<file path="config.mk">
export PLATFORM = sky130hd
export DESIGN_NAME = mi_snoop_ctrl
export DESIGN_NICKNAME = d
export VERILOG_FILES = /design/src/rtl/mi_snoop_pkg.sv /design/src/rtl/mi_line_array.sv /design/src/rtl/mi_event_sel.sv /design/src/rtl/mi_snoop_ctrl.sv
export SDC_FILE = /design/constraint.sdc
export NUM_CORES = 1
export LEC_CHECK = 0
export BUFFER_PORTS_ARGS = -buffer_cell sky130_fd_sc_hd__buf_4
export CORE_ASPECT_RATIO = 0.75
export CORE_MARGIN = 4
export CORE_UTILIZATION = 61
export CTS_BUF_LIST = sky130_fd_sc_hd__clkbuf_8 sky130_fd_sc_hd__clkbuf_16
export DETAILED_ROUTE_END_ITERATION = 16
export GPL_ROUTABILITY_DRIVEN = 0
export PLACE_DENSITY = 0.8
export SLEW_MARGIN = 20
export SYNTH_ARGS = -nofsm -noshare
export SYNTH_HDL_FRONTEND = slang
export SYNTH_SLANG_ARGS = --single-unit
</file>
<file path="constraint.sdc">
create_clock -name clk -period 7.8 [get_ports clk]
set_input_delay 2.34 -clock clk [delete_from_list [all_inputs] [get_ports clk]]
set_output_delay 2.34 -clock clk [all_outputs]
set_load 0.01 [all_outputs]
</file>
<file path="src/rtl/mi_snoop_pkg.sv">
package mi_snoop_pkg;

  typedef enum logic [1:0] {
    BLK_I  = 2'd0,
    BLK_M  = 2'd1,
    BLK_IM = 2'd2
  } blk_state_t;

  typedef enum logic [1:0] {
    EV_NONE  = 2'd0,
    EV_FILL  = 2'd1,
    EV_SNOOP = 2'd2,
    EV_LOCAL = 2'd3
  } ev_t;

  localparam logic [1:0] REQ_EXCL = 2'b01;

  // A snooped message is acted on only if it is an exclusive request from another node
  function automatic logic snoop_relevant(input logic same_node, input logic [1:0] kind);
    return !same_node && (kind == REQ_EXCL);
  endfunction

  // An event may fire if it needs no outbound queue or the queue it needs is ready
  function automatic logic can_fire(input logic needs_out, input logic out_ready);
    return !needs_out || out_ready;
  endfunction

endpackage

</file>
<file path="src/rtl/mi_line_array.sv">
module mi_line_array
  import mi_snoop_pkg::*;
#(
  parameter int NBLK   = 16,
  parameter int DATA_W = 32,
  localparam int IDX_W = $clog2(NBLK)
) (
  input  logic              clk,
  input  logic              rst_n,
  input  logic [IDX_W-1:0]  idx_fill,
  input  logic [IDX_W-1:0]  idx_snp,
  input  logic [IDX_W-1:0]  idx_loc,
  output blk_state_t        st_fill,
  output blk_state_t        st_snp,
  output blk_state_t        st_loc,
  output logic [DATA_W-1:0] dat_snp,
  output logic [DATA_W-1:0] dat_loc,
  input  logic              st_we,
  input  logic [IDX_W-1:0]  st_widx,
  input  blk_state_t        st_wval,
  input  logic              dat_we,
  input  logic [IDX_W-1:0]  dat_widx,
  input  logic [DATA_W-1:0] dat_wval
);

  blk_state_t        st_q  [NBLK];
  logic [DATA_W-1:0] dat_q [NBLK];

  always_ff @(posedge clk or negedge rst_n) begin
    if (!rst_n) begin
      for (int i = 0; i < NBLK; i++) st_q[i] <= BLK_I;
    end else if (st_we) begin
      st_q[st_widx] <= st_wval;
    end
  end

  always_ff @(posedge clk) begin
    if (dat_we) dat_q[dat_widx] <= dat_wval;
  end

  assign st_fill = st_q[idx_fill];
  assign st_snp  = st_q[idx_snp];
  assign st_loc  = st_q[idx_loc];
  assign dat_snp = dat_q[idx_snp];
  assign dat_loc = dat_q[idx_loc];

  // A block only becomes modified together with a data write (fill)
  assert_fill_writes_data_R6: assert property (@(posedge clk) disable iff (!rst_n)
    (st_we && st_wval == BLK_M) |-> (dat_we && dat_widx == st_widx));

endmodule

</file>
<file path="src/rtl/mi_event_sel.sv">
module mi_event_sel
  import mi_snoop_pkg::*;
(
  input  logic clk,
  input  logic rst_n,
  input  logic fill_cand,
  input  logic snp_cand,
  input  logic loc_cand,
  input  logic snp_needs_out,
  input  logic loc_needs_out,
  input  logic dout_ready,
  input  logic aout_ready,
  output ev_t  ev,
  output logic ev_fire
);

  always_comb begin
    if (fill_cand)     ev = EV_FILL;
    else if (snp_cand) ev = EV_SNOOP;
    else if (loc_cand) ev = EV_LOCAL;
    else               ev = EV_NONE;
  end

  always_comb begin
    unique case (ev)
      EV_FILL:  ev_fire = 1'b1;
      EV_SNOOP: ev_fire = can_fire(snp_needs_out, dout_ready);
      EV_LOCAL: ev_fire = can_fire(loc_needs_out, aout_ready);
      default:  ev_fire = 1'b0;
    endcase
  end

  // A pending local event never fires while a snoop event is a candidate
  assert_snoop_over_local_R11: assert property (@(posedge clk) disable iff (!rst_n)
    (snp_cand && !fill_cand) |-> (ev == EV_SNOOP));

endmodule

</file>
<file path="src/rtl/mi_snoop_ctrl.sv">
module mi_snoop_ctrl
  import mi_snoop_pkg::*;
#(
  parameter int NBLK   = 16,
  parameter int DATA_W = 32,
  parameter int ID_W   = 4,
  localparam int ADDR_W = $clog2(NBLK)
) (
  input  logic              clk,
  input  logic              rst_n,
  input  logic [ID_W-1:0]   my_id,
  input  logic              lreq_valid,
  output logic              lreq_ready,
  input  logic [ADDR_W-1:0] lreq_addr,
  input  logic              lreq_we,
  input  logic [DATA_W-1:0] lreq_wdata,
  output logic              hit_valid,
  output logic [DATA_W-1:0] hit_data,
  input  logic              snp_valid,
  output logic              snp_ready,
  input  logic [ADDR_W-1:0] snp_addr,
  input  logic [1:0]        snp_type,
  input  logic [ID_W-1:0]   snp_req_id,
  input  logic              din_valid,
  output logic              din_ready,
  input  logic [ADDR_W-1:0] din_addr,
  input  logic [DATA_W-1:0] din_data,
  output logic              aout_valid,
  input  logic              aout_ready,
  output logic [ADDR_W-1:0] aout_addr,
  output logic [1:0]        aout_type,
  output logic [ID_W-1:0]   aout_req_id,
  output logic              dout_valid,
  input  logic              dout_ready,
  output logic [ADDR_W-1:0] dout_addr,
  output logic [ID_W-1:0]   dout_dest,
  output logic [DATA_W-1:0] dout_data,
  output logic              proto_err
);

  blk_state_t        st_fill, st_snp, st_loc;
  logic [DATA_W-1:0] dat_snp, dat_loc;
  logic              st_we, dat_we;
  logic [ADDR_W-1:0] st_widx, dat_widx;
  blk_state_t        st_wval;
  logic [DATA_W-1:0] dat_wval;

  // Named internal events
  logic snp_ignore, fill_cand, snp_cand, loc_cand;
  logic fire_fill, fire_snp, fire_loc;
  ev_t  ev;
  logic ev_fire;

  assign snp_ignore = snp_valid && !snoop_relevant(snp_req_id == my_id, snp_type);
  assign fill_cand  = din_valid;
  assign snp_cand   = snp_valid && !snp_ignore && (st_snp != BLK_IM);
  assign loc_cand   = lreq_valid && (st_loc != BLK_IM);

  mi_line_array #(.NBLK(NBLK), .DATA_W(DATA_W)) u_array (
    .clk(clk), .rst_n(rst_n),
    .idx_fill(din_addr), .idx_snp(snp_addr), .idx_loc(lreq_addr),
    .st_fill(st_fill), .st_snp(st_snp), .st_loc(st_loc),
    .dat_snp(dat_snp), .dat_loc(dat_loc),
    .st_we(st_we), .st_widx(st_widx), .st_wval(st_wval),
    .dat_we(dat_we), .dat_widx(dat_widx), .dat_wval(dat_wval)
  );

  mi_event_sel u_sel (
    .clk(clk), .rst_n(rst_n),
    .fill_cand(fill_cand), .snp_cand(snp_cand), .loc_cand(loc_cand),
    .snp_needs_out(st_snp == BLK_M), .loc_needs_out(st_loc == BLK_I),
    .dout_ready(dout_ready), .aout_ready(aout_ready),
    .ev(ev), .ev_fire(ev_fire)
  );

  assign fire_fill = ev_fire && (ev == EV_FILL);
  assign fire_snp  = ev_fire && (ev == EV_SNOOP);
  assign fire_loc  = ev_fire && (ev == EV_LOCAL);

  // Inbound pops
  assign din_ready  = fire_fill;
  assign snp_ready  = snp_ignore || fire_snp;
  assign lreq_ready = fire_loc && (st_loc == BLK_M);
  assign proto_err  = fire_fill && (st_fill != BLK_IM);

  // Local hit service
  assign hit_valid = lreq_ready;
  assign hit_data  = dat_loc;

  // Outbound ownership request
  assign aout_valid  = (ev == EV_LOCAL) && (st_loc == BLK_I);
  assign aout_addr   = lreq_addr;
  assign aout_type   = REQ_EXCL;
  assign aout_req_id = my_id;

  // Outbound data supply
  assign dout_valid = (ev == EV_SNOOP) && (st_snp == BLK_M);
  assign dout_addr  = snp_addr;
  assign dout_dest  = snp_req_id;
  assign dout_data  = dat_snp;

  // State and data updates: at most one event per cycle
  always_comb begin
    st_we    = 1'b0;
    st_widx  = '0;
    st_wval  = BLK_I;
    dat_we   = 1'b0;
    dat_widx = '0;
    dat_wval = '0;
    if (fire_fill && st_fill == BLK_IM) begin
      st_we = 1'b1;  st_widx = din_addr;  st_wval = BLK_M;
      dat_we = 1'b1; dat_widx = din_addr; dat_wval = din_data;
    end else if (fire_snp && st_snp == BLK_M) begin
      st_we = 1'b1;  st_widx = snp_addr;  st_wval = BLK_I;
    end else if (fire_loc && st_loc == BLK_I) begin
      st_we = 1'b1;  st_widx = lreq_addr; st_wval = BLK_IM;
    end else if (fire_loc && st_loc == BLK_M && lreq_we) begin
      dat_we = 1'b1; dat_widx = lreq_addr; dat_wval = lreq_wdata;
    end
  end

  assert_issue_keeps_request_R2: assert property (@(posedge clk) disable iff (!rst_n)
    aout_valid |-> !lreq_ready);

  assert_transient_no_supply_R7: assert property (@(posedge clk) disable iff (!rst_n)
    (snp_valid && st_snp == BLK_IM) |-> !dout_valid);

  assert_no_self_reply_R8: assert property (@(posedge clk) disable iff (!rst_n)
    dout_valid |-> (dout_dest != my_id));

  assert_atomic_supply_R9: assert property (@(posedge clk) disable iff (!rst_n)
    (dout_valid && !dout_ready) |-> !snp_ready);

  assert_err_pops_reply_R10: assert property (@(posedge clk) disable iff (!rst_n)
    proto_err |-> (din_valid && din_ready));

  assert_local_yields_R11: assert property (@(posedge clk) disable iff (!rst_n)
    lreq_ready |-> !din_valid);

endmodule

</file>
==> results by group, run 1 <==
Outcome
  – Outcome: completed

Setup path
  – WP data arrival: 4700 ps
  – Setup crit end kind: output port
  – Worst-path maximum fanout: 81
  – CP Class: in -> out
  – Worst EP required: 5460 ps
  – Startpoint types: input port

Clocking
  – Clock Sinks: 544
  – CTS tree: done
  – Clock Root Buffer: clkbuf_16
  – Post-CTS resize count: 0
  – Worst-Skew Late Latency: 590 ps
  – Clock buffer depth: 3
  – Clock Pin Slew Worst Setup and Hold Paths: 60 ps
  – Post-CTS Setup Inserts: 0
  – Max H-tree Level: 2
  – Num CTS Buffers: 51
  – Cts hold-fix bufs: 0

Synthesis
  – Library cells used by synthesis: 62
  – Syn_area_per_cell: 21.20 µm²
  – Most frequent cell after synthesis: edfxtp_1
  – Synth area leader: edfxtp_1
  – Cell Area, Synth: 0.02601 mm²
  – Register area share after synthesis: 62.20%
  – #FFs+latches synth: 544
  – Syn Nets: 1,321
  – Ys flop type: edfxtp_1
  – Share of the synthesized area in the top cell type: 59.12%
  – Leading cell types by count after synthesis: 512 x edfxtp_1, 337 x mux4_2, 59 x clkbuf_1
  – Async set-reset flop share out of synthesis: 5.882%
  – Post-synth EDFFs: 512
  – Top cells by area, synth: edfxtp_1 59%, mux4_2 29%, dfrtp_1 3.1%
  – Synth warnings: 0
  – Syn Inst Count: 1,227

Drt
  – WL final: 67,110 µm
  – Wire per inst: 33.73 µm
  – Post-route ant nets: 0
  – Vias per inst: 7.383
  – DRT Pass-1 Iters: 5
  – Via Count: 14.69k
  – DRC violations left: 0
  – Initial drt markers: 1,949

Global routing
  – Vias in the first global route: 15.11k
  – Initial antenna violation count: 0
  – Global Route Usage Sum: 29.59%
  – First-pass GRT wire length: 99,630 µm
  – Grt total ovfl: 0
  – Largest net degree at the start of global routing: 82

Timing
  – Min Tclk post-route: 7040 ps
  – Fmax: 142.0 MHz
  – Clk_skew: 33.88 ps
  – Number of hold violations in the final report: 0
  – Final Slew Violations: 0
  – Total negative slack: 0 ps
  – Final WS setup: 760.0 ps
  – Max-slew headroom: 33.23%
  – RSZ-0062 raised after global routing: no
  – Fin crit share: 90.26%
  – Worst-Margin Slew: 1000 ps
  – Final setup viols: 0

Cells and area
  – Flip-flop and latch area: 0.01618 mm²
  – Fillcell total: 2,524
  – Antenna fix cells: 0
  – Area grow syn2layout: 14.60%
  – Fraction of final layout cells sized beyond drive strength 1: 47.99%
  – Final cell count without fillers: 1,990
  – Number of nets in the layout: 1,473
  – Area of the multi-input gates: 0.009388 mm²

Pwr
  – Power per cell area: 210.3 mW/mm²
  – Pleak: 10.23 nW
  – Peak supply drop: 0.1928 mV
  – Power Total: 6.268 mW

Place
  – IO buf count: 180
  – Place WS: 722.1 ps
  – DPL Wire Length: 37,010 µm
  – Placed cell count: 1,895

Floorplanning
  – Rows: 65
  – Chip Width: 246.4 µm
  – Core Area: 0.04213 mm²
  – Die height: 186.8 µm
  – Initial Utilization: 61.73%
  – IO Count: 183
  – Full die area: 0.04604 mm²

Job
  – Max cap viols: 0

Worst hold path
  – Hold Crit Class: reg -> reg
==> kinds of logic (layout without fill, tap and decap cells) <==
kind of cell,after synthesis,after routing,synth area share (%)
other cells,2,2,0.02888
compound gates,83,83,2.728
flops,544,544,62.20
xor+xnor,4,4,0.1347
buf+inv,125,319,2.218
mux,371,371,30.66
simple gates,98,98,2.030
==> critical path, stage by stage <==
cell and delay [ps]:
buf_8 610, buf_4 400, mux4_2 540, mux4_2 510, buf_4 160
==> per-stage QoR <==
| stage | utilization, % | hold slack (ps) | cell area, µm² |
|---|---|---|---|
| after global placement | 66.83 | 523.9 | 28150 |
| after floorplan | - | 480.1 | 26010 |
| final | 70.75 | 552.6 | 29800 |
| after global routing | 70.75 | 583.0 | 29800 |
| after CTS | 70.75 | 547.7 | 29800 |
| after detailed placement | 66.83 | 534.0 | 28150 |
==> routing by layer <==
metal  vias to the layer above  global-route usage (%)  wire (µm)
li1                       5703                       -          -
met1                      7800                   43.83      24980
met2                      1065                   47.03      33230
met3                       125                   5.431       7297
met4                         0                   7.612       1608
met5                         -                       0          0
==> power by group <==
group / internal, mW / switching (mW)
Sequential: 3.20 / 0.0165
Clock: 1.38 / 1.08
Combinational: 0.301 / 0.289
==> layout make-up <==
class / count / share of cell area, %
inverters: 10 / 0.1259
repair buffers: 214 / 6.179
clock inverters: 41 / 1.003
flip-flops and latches: 544 / 54.27
well taps: 569 / 2.389
multi-input cells: 558 / 31.50
clock buffers: 54 / 4.534
==> cells in the final DEF, fill, tap and decap left out, types with 3 or more instances in the layout <==
cell type	instances
and3_1	4
dfrtp_1	32
o2bb2ai_1	3
edfxtp_1	512
mux4_2	337
clkinv_2	13
mux2_2	25
clkinv_1	11
clkbuf_16	54
nand4_1	3
a21o_1	3
nand2_1	16
bufinv_16	4
nand3b_1	4
mux2i_1	4
nor2_4	16
nand3_1	9
o21ai_0	9
mux2_1	3
nor3_1	5
or3_1	3
buf_4	193
xnor2_1	4
inv_1	19
a22o_1	36
buf_12	17
and2_1	4
a22oi_1	4
nor2b_1	12
nor2_1	9
==> final timing paths <==
check / startpoint / endpoint / slack [ps] / cells past startpoint
max reg2reg: u_array.st_q[10] / u_array.dat_q[15][18] / 3480 / 8
min reg2reg: u_array.st_q[3] / u_array.st_q[3] / 550 / 1
max: lreq_addr[0] / hit_data[24] / 760 / 5
max in group asynchronous: rst_n / u_array.st_q[11] / 5770 / 1
min in group asynchronous: rst_n / u_array.st_q[3] / 1700 / 1
min: u_array.st_q[3] / u_array.st_q[3] / 550 / 1
==> flip-flops by register name, summed over array words and instances, names as in the netlist <==
| name | flops |
|---|---|
| u_array.dat_q | 512 |
| u_array.st_q | 32 |
No activity file was read; power rests on OpenSTA's default activity.
==> run 2, diff against run 1 <==
Settings changed: CORE_UTILIZATION 61 to 55, PLACE_DENSITY 0.8 to 0.77.
Clock period 7.8 ns to 6.1 ns, I/O delays scaled along.
==> results by group, run 2 (synthesis results as in run 1) <==
Outcome
  – Outcome: completed

Setup path
  – Worst EP required: 4270 ps (-1190 ps)
  – Slowest cell on the critical path: mux4_2
  – CP Class: in -> out
  – Crit-path cells: buf_8 -> buf_12 -> mux4_2 -> mux4_2 -> buf_4
  – CP max stage delay: 550 ps (-60 ps)
  – Flop-to-flop setup slack: 2340 ps (-1140 ps)
  – Startpoint types: input port
  – Setup crit end kind: output port
  – Most common cell on crit path: mux4_2
  – Worst-path maximum fanout: 54 (-33%)
  – WP data arrival: 3910 ps (-790 ps)

Place
  – DPL Wire Length: 39,650 µm (+7.2%)
  – IO buf count: 180 (unchanged)
  – Placed cell areas: 0.02849 mm² (+1.2%)
  – Place WS: 337.2 ps (-384.9 ps)

Timing
  – Final Slew Violations: 0 (unchanged)
  – Number of hold violations in the final report: 0 (unchanged)
  – Max-slew headroom: 32.53% (-0.71 points)
  – Worst-Margin Slew: 1012 ps (+12.04 ps)
  – Min Tclk post-route: 5736 ps
  – Final WS setup: 364.1 ps (-395.9 ps)
  – Final setup viols: 0 (unchanged)
  – Fmax: 174.3 MHz
  – Fin crit share: 94.03%
  – RSZ-0062 raised after global routing: no
  – Total negative slack: 0 ps (unchanged)
  – Clk_skew: 18.71 ps (-15.17 ps)
  – Worst hold slack: 540.2 ps (-12.40 ps)

Global routing
  – Largest net degree at the start of global routing: 65 (-21%)
  – Vias in the first global route: 14.97k (-0.94%)
  – First-pass GRT wire length: 99,220 µm (-0.41%)
  – Grt total ovfl: 0 (unchanged)
  – Global Route Usage Sum: 26.62% (-3.0 points)
  – Initial antenna violation count: 0 (unchanged)

Floorplanning
  – Chip Width: 259.1 µm (+5.1%)
  – Full die area: 0.05087 mm² (+10%)
  – IO Count: 183 (unchanged)
  – Die height: 196.3 µm (+5.1%)
  – Core Area: 0.04637 mm² (+10%)
  – Rows: 68 (+4.6%)
  – Initial Utilization: 56.09% (-5.6 points)

Clocking
  – Post-CTS resize count: 0 (unchanged)
  – Num CTS Buffers: 53 (+3.9%)
  – Clock Sinks: 544 (unchanged)
  – Cts hold-fix bufs: 0 (unchanged)
  – Max H-tree Level: 2 (unchanged)
  – Clock Pin Slew Worst Setup and Hold Paths: 60 ps (about the same)
  – CTS tree: done
  – Clock buffer depth: 3 (unchanged)
  – Worst-Skew Late Latency: 610 ps (+20 ps)
  – Clock Root Buffer: clkbuf_16
  – Post-CTS Setup Inserts: 0 (unchanged)

Pwr
  – Switching Fraction: 21.78% (-0.33 points)
  – Power Total: 8.285 mW (+32%)
  – Pleak: 10.44 nW (+2.1%)
  – Internal power: 6.481 mW (+33%)
  – Power per cell area: 273.2 mW/mm² (+30%)
  – P_sw: 1.805 mW (+30%)
  – Clock share of power: 41.1% (+1.8 points)
  – Sequential power share: 49.6% (-1.7 points)
  – Peak supply drop: 0.2162 mV (+12%)
  – Comb power frac: 9.3% (about the same)

Cells and area
  – Number of nets in the layout: 1,498 (+1.7%)
  – Top flop regs: u_array.dat_q: 512 flops, u_array.st_q: 32 flops
  – Most frequent cells in the layout: 512 x edfxtp_1, 337 x mux4_2, 209 x buf_4
  – Fin area: 0.03032 mm² (+1.7%)
  – Antenna fix cells: 0 (unchanged)
  – Fraction of final layout cells sized beyond drive strength 1: 49.48% (+1.5 points)
  – Max reg flops: 512 (unchanged)
  – Biggest register: u_array.dat_q
  – Most common cell after layout, fill and taps aside: edfxtp_1
  – Area grow syn2layout: 16.59%

Drt
  – DRT Pass-1 Iters: 5 (unchanged)
  – Wire per inst: 32.02 µm (-5.1%)
  – Initial drt markers: 1,819 (-6.7%)
  – Vias per inst: 7.031 (-4.8%)
  – WL final: 66,510 µm (-0.90%)
  – Via Count: 14.60k (-0.61%)
  – Post-route ant nets: 0 (unchanged)
  – DRC violations left: 0 (unchanged)

Job
  – Max cap viols: 0 (unchanged)

Worst hold path
  – Hold Crit Class: reg -> reg
## run 2: cell types whose count changed in the layout (fill, tap and decap cells not counted)
cell	before	now
buf_4	193	209
inv_6	0	2
inv_1	19	13
bufinv_16	4	6
clkinv_2	13	11
inv_8	0	1
clkbuf_16	54	56
clkinv_1	11	9
clkbuf_8	0	6
buf_12	17	24
## run 2: final timing paths
check	from	end	depth (start not counted)
min	u_array.st_q[1]	u_array.st_q[1]	1
min reg2reg	u_array.st_q[1]	u_array.st_q[1]	1
max reg2reg	u_array.st_q[31]	u_array.dat_q[15][29]	9
min in group asynchronous	rst_n	u_array.st_q[22]	1
max in group asynchronous	rst_n	u_array.st_q[7]	1
max	lreq_addr[0]	hit_data[21]	5
## run 2: area by class of cell
cell class                      instances  area, µm²
Clock inverter                         36      347.8
Fill cell                            3003      16050
Sequential cell                       544      16180
Tap cell                              630      788.3
Inverter                               10      37.54
Clock buffer                           62       1484
Multi-Input combinational cell        558       9388
Timing Repair Buffer                  237       2102
## run 2: critical path, delay by kind of cell
kind | cells | cell delay [ps]
buffers and inverters | 3 | 930
muxes | 2 | 1070
## run 2: power groups by stage
stage	clock network (mW)	registers, mW	logic (mW)
5_1_grt	3.63	4.11	0.819
2_1_floorplan	0	4.18	0.481
4_1_cts	3.45	4.11	0.778
3_3_place_gp	0	4.19	0.765
6_report	3.40	4.11	0.771
3_5_place_dp	0	4.19	0.776
## run 2: stage by stage
stage | util [%] | instances
4_1_cts | 65.39 | 2077
5_1_grt | 65.39 | 2077
6_report | 65.39 | 2077
3_3_place_gp | 61.44 | 1979
3_5_place_dp | 61.44 | 1979
2_1_floorplan | - | 1227
## run 2: layer usage
layer  global-route usage, %  share of wire, %
met3                   4.943                10
met5                       0                 0
met1                   39.08                38
met2                   42.29                49
met4                   7.273               2.6
==> run 3, diff against run 2 <==
Settings changed: BUFFER_PORTS_ARGS -buffer_cell sky130_fd_sc_hd__buf_4 to -buffer_cell sky130_fd_sc_hd__buf_2.
==> results by group, run 3 (synthesis results as in run 1) <==
Drt
  – Wire per inst: 32.41 µm (+1.2%)
  – WL final: 67,290 µm (+1.2%)
  – Post-route ant nets: 0 (unchanged)
  – Vias per inst: 7.024 (-0.10%)
  – DRT Pass-1 Iters: 5 (unchanged)
  – Via Count: 14.58k (-0.15%)
  – DRC violations left: 0 (unchanged)
  – Initial drt markers: 1,999 (+9.9%)

Place
  – IO buf count: 180 (unchanged)
  – DPL Wire Length: 39,380 µm (-0.69%)
  – Placed cell count: 1,983 (+0.20%)
  – Placed cell areas: 0.02816 mm² (-1.2%)

Floorplanning
  – Core Area: 0.04637 mm² (unchanged)
  – Chip Width: 259.1 µm (unchanged)
  – Initial Utilization: 56.09% (unchanged)
  – IO Count: 183 (unchanged)
  – Full die area: 0.05087 mm² (unchanged)
  – Die height: 196.3 µm (unchanged)
  – Rows: 68 (unchanged)

Pwr
  – Pleak: 10.26 nW (-1.8%)
  – Peak supply drop: 0.2092 mV (-3.3%)
  – Power per cell area: 266.7 mW/mm² (-2.4%)
  – Power Total: 7.945 mW (-4.1%)

Clocking
  – Post-CTS resize count: 0 (unchanged)
  – Clock Sinks: 544 (unchanged)
  – Max H-tree Level: 2 (unchanged)
  – Clock Pin Slew Worst Setup and Hold Paths: 60 ps (about the same)
  – Clock Root Buffer: clkbuf_16
  – CTS tree: done
  – Worst-Skew Late Latency: 590 ps (-20 ps)
  – Post-CTS Setup Inserts: 0 (unchanged)
  – Cts hold-fix bufs: 0 (unchanged)
  – Num CTS Buffers: 51 (-3.8%)
  – Clock buffer depth: 3 (unchanged)

Setup path
  – FF-to-FF End: u_array.dat_q[10][2]
  – CP Class: in -> out
  – Worst-case reg-to-reg path depth: 10 (+1)
  – Worst path bufs/invs: 3 (unchanged)
  – Most common cell on crit path: mux4_2
  – Crit-path cells: buf_8 -> buf_4 -> mux4_2 -> mux4_2 -> buf_2
  – Worst EP required: 4270 ps (about the same)
  – R2r startpoint: u_array.st_q[12]
  – Flop-to-flop setup slack: 2320 ps (-20 ps)
  – Setup crit end kind: output port
  – Worst-path maximum fanout: 56 (+3.7%)
  – CP top delay family: multiplexers
  – CP max stage delay: 550 ps (about the same)
  – WP data arrival: 3990 ps (+80 ps)
  – Slowest cell on the critical path: mux4_2
  – Startpoint types: input port

Timing
  – Fin crit share: 95.33% (+1.3 points)
  – Max-slew headroom: 29.02% (-3.5 points)
  – Final Slew Violations: 0 (unchanged)
  – Clk_skew: 18.05 ps (-0.6617 ps)
  – Total negative slack: 0 ps (unchanged)
  – RSZ-0062 raised after global routing: no
  – Number of hold violations in the final report: 0 (unchanged)
  – Min Tclk post-route: 5815 ps (+79.36 ps)
  – Worst-Margin Slew: 1060 ps (+47.69 ps)
  – Final setup viols: 0 (unchanged)
  – Fmax: 172.0 MHz (-1.4%)

Cells and area
  – Number of nets in the layout: 1,500 (+0.13%)
  – Antenna fix cells: 0 (unchanged)
  – Top flop regs: u_array.dat_q: 512 flops, u_array.st_q: 32 flops
  – Fin area: 0.02979 mm² (-1.8%)
  – Final Util: 64.24% (-1.2 points)
  – Final cell count without fillers: 2,076 (-0.048%)
  – Biggest register: u_array.dat_q
  – Max reg flops: 512 (unchanged)
  – Most frequent cells in the layout: 512 x edfxtp_1, 337 x mux4_2, 175 x buf_2
  – Area grow syn2layout: 14.53%
  – Fraction of final layout cells sized beyond drive strength 1: 48.96% (-0.52 points)
  – Most common cell after layout, fill and taps aside: edfxtp_1

Global routing
  – Vias in the first global route: 15.16k (+1.2%)
  – Global Route Usage Sum: 26.79% (+0.16 points)
  – Largest net degree at the start of global routing: 67 (+3.1%)
  – Grt total ovfl: 0 (unchanged)
  – Initial antenna violation count: 1 (+1)
  – First-pass GRT wire length: 100,000 µm (+0.83%)

Worst hold path
  – Min-Delay Endpoint: u_array.st_q[15]
  – Hold_sp: u_array.st_q[15]
  – Hold Crit Class: reg -> reg
  – Hold Crit Depth: 1 (unchanged)

Outcome
  – Outcome: completed

Job
  – Max cap viols: 0 (unchanged)
-- run 3: cell count changes in the layout (fill, tap and decap cells not counted), sizes merged --
cell and delta:
clkinvlp +2, clkbuf -8, clkinv -2, bufinv -2
buf +4, inv +5
-- run 3: worst max-delay path by stage --
stage                  from            to  slack [ps]  cells after the start
6_report       lreq_addr[0]  hit_data[14]         280                      5
5_1_grt        lreq_addr[0]  hit_data[14]         150                      5
4_1_cts        lreq_addr[0]  hit_data[14]         240                      5
3_5_place_dp   lreq_addr[0]  hit_data[14]         250                      5
3_3_place_gp   lreq_addr[0]  hit_data[14]         270                      5
2_1_floorplan  lreq_addr[0]   hit_data[0]          20                      6
-- run 3: area by class of cell --
type	count	area [µm²]
Multi-Input combinational cell	558	9388
Tap cell	630	788.3
Sequential cell	544	16180
Timing Repair Buffer	241	1769
Clock buffer	54	1329
Clock inverter	39	299.0
Inverter	10	37.54
Fill cell	3028	16580
-- run 3: routing by layer --
layer	wire length (µm)	GRT usage (%)	share of wire, %
met1	25100	38.06	37
met2	33660	43.72	50
met3	6681	5.265	9.9
met4	1824	7.213	2.7
met5	13	0	0.019
-- run 3: stage by stage --
step                hold slack, ps  worst slack, ps
detailed placement           534.2            252.9
CTS                          551.1            237.9
global route                 559.5            151.4
floorplan                    480.1            23.74
finish                       553.4            284.8
global placement             522.7            273.1
-- run 3: report_power, final --
group / internal (mW) / switching, mW / leakage [nW]
clock: 1.74 / 1.36 / 0.836
combinational: 0.360 / 0.371 / 4.05
sequential: 4.09 / 0.0225 / 5.37
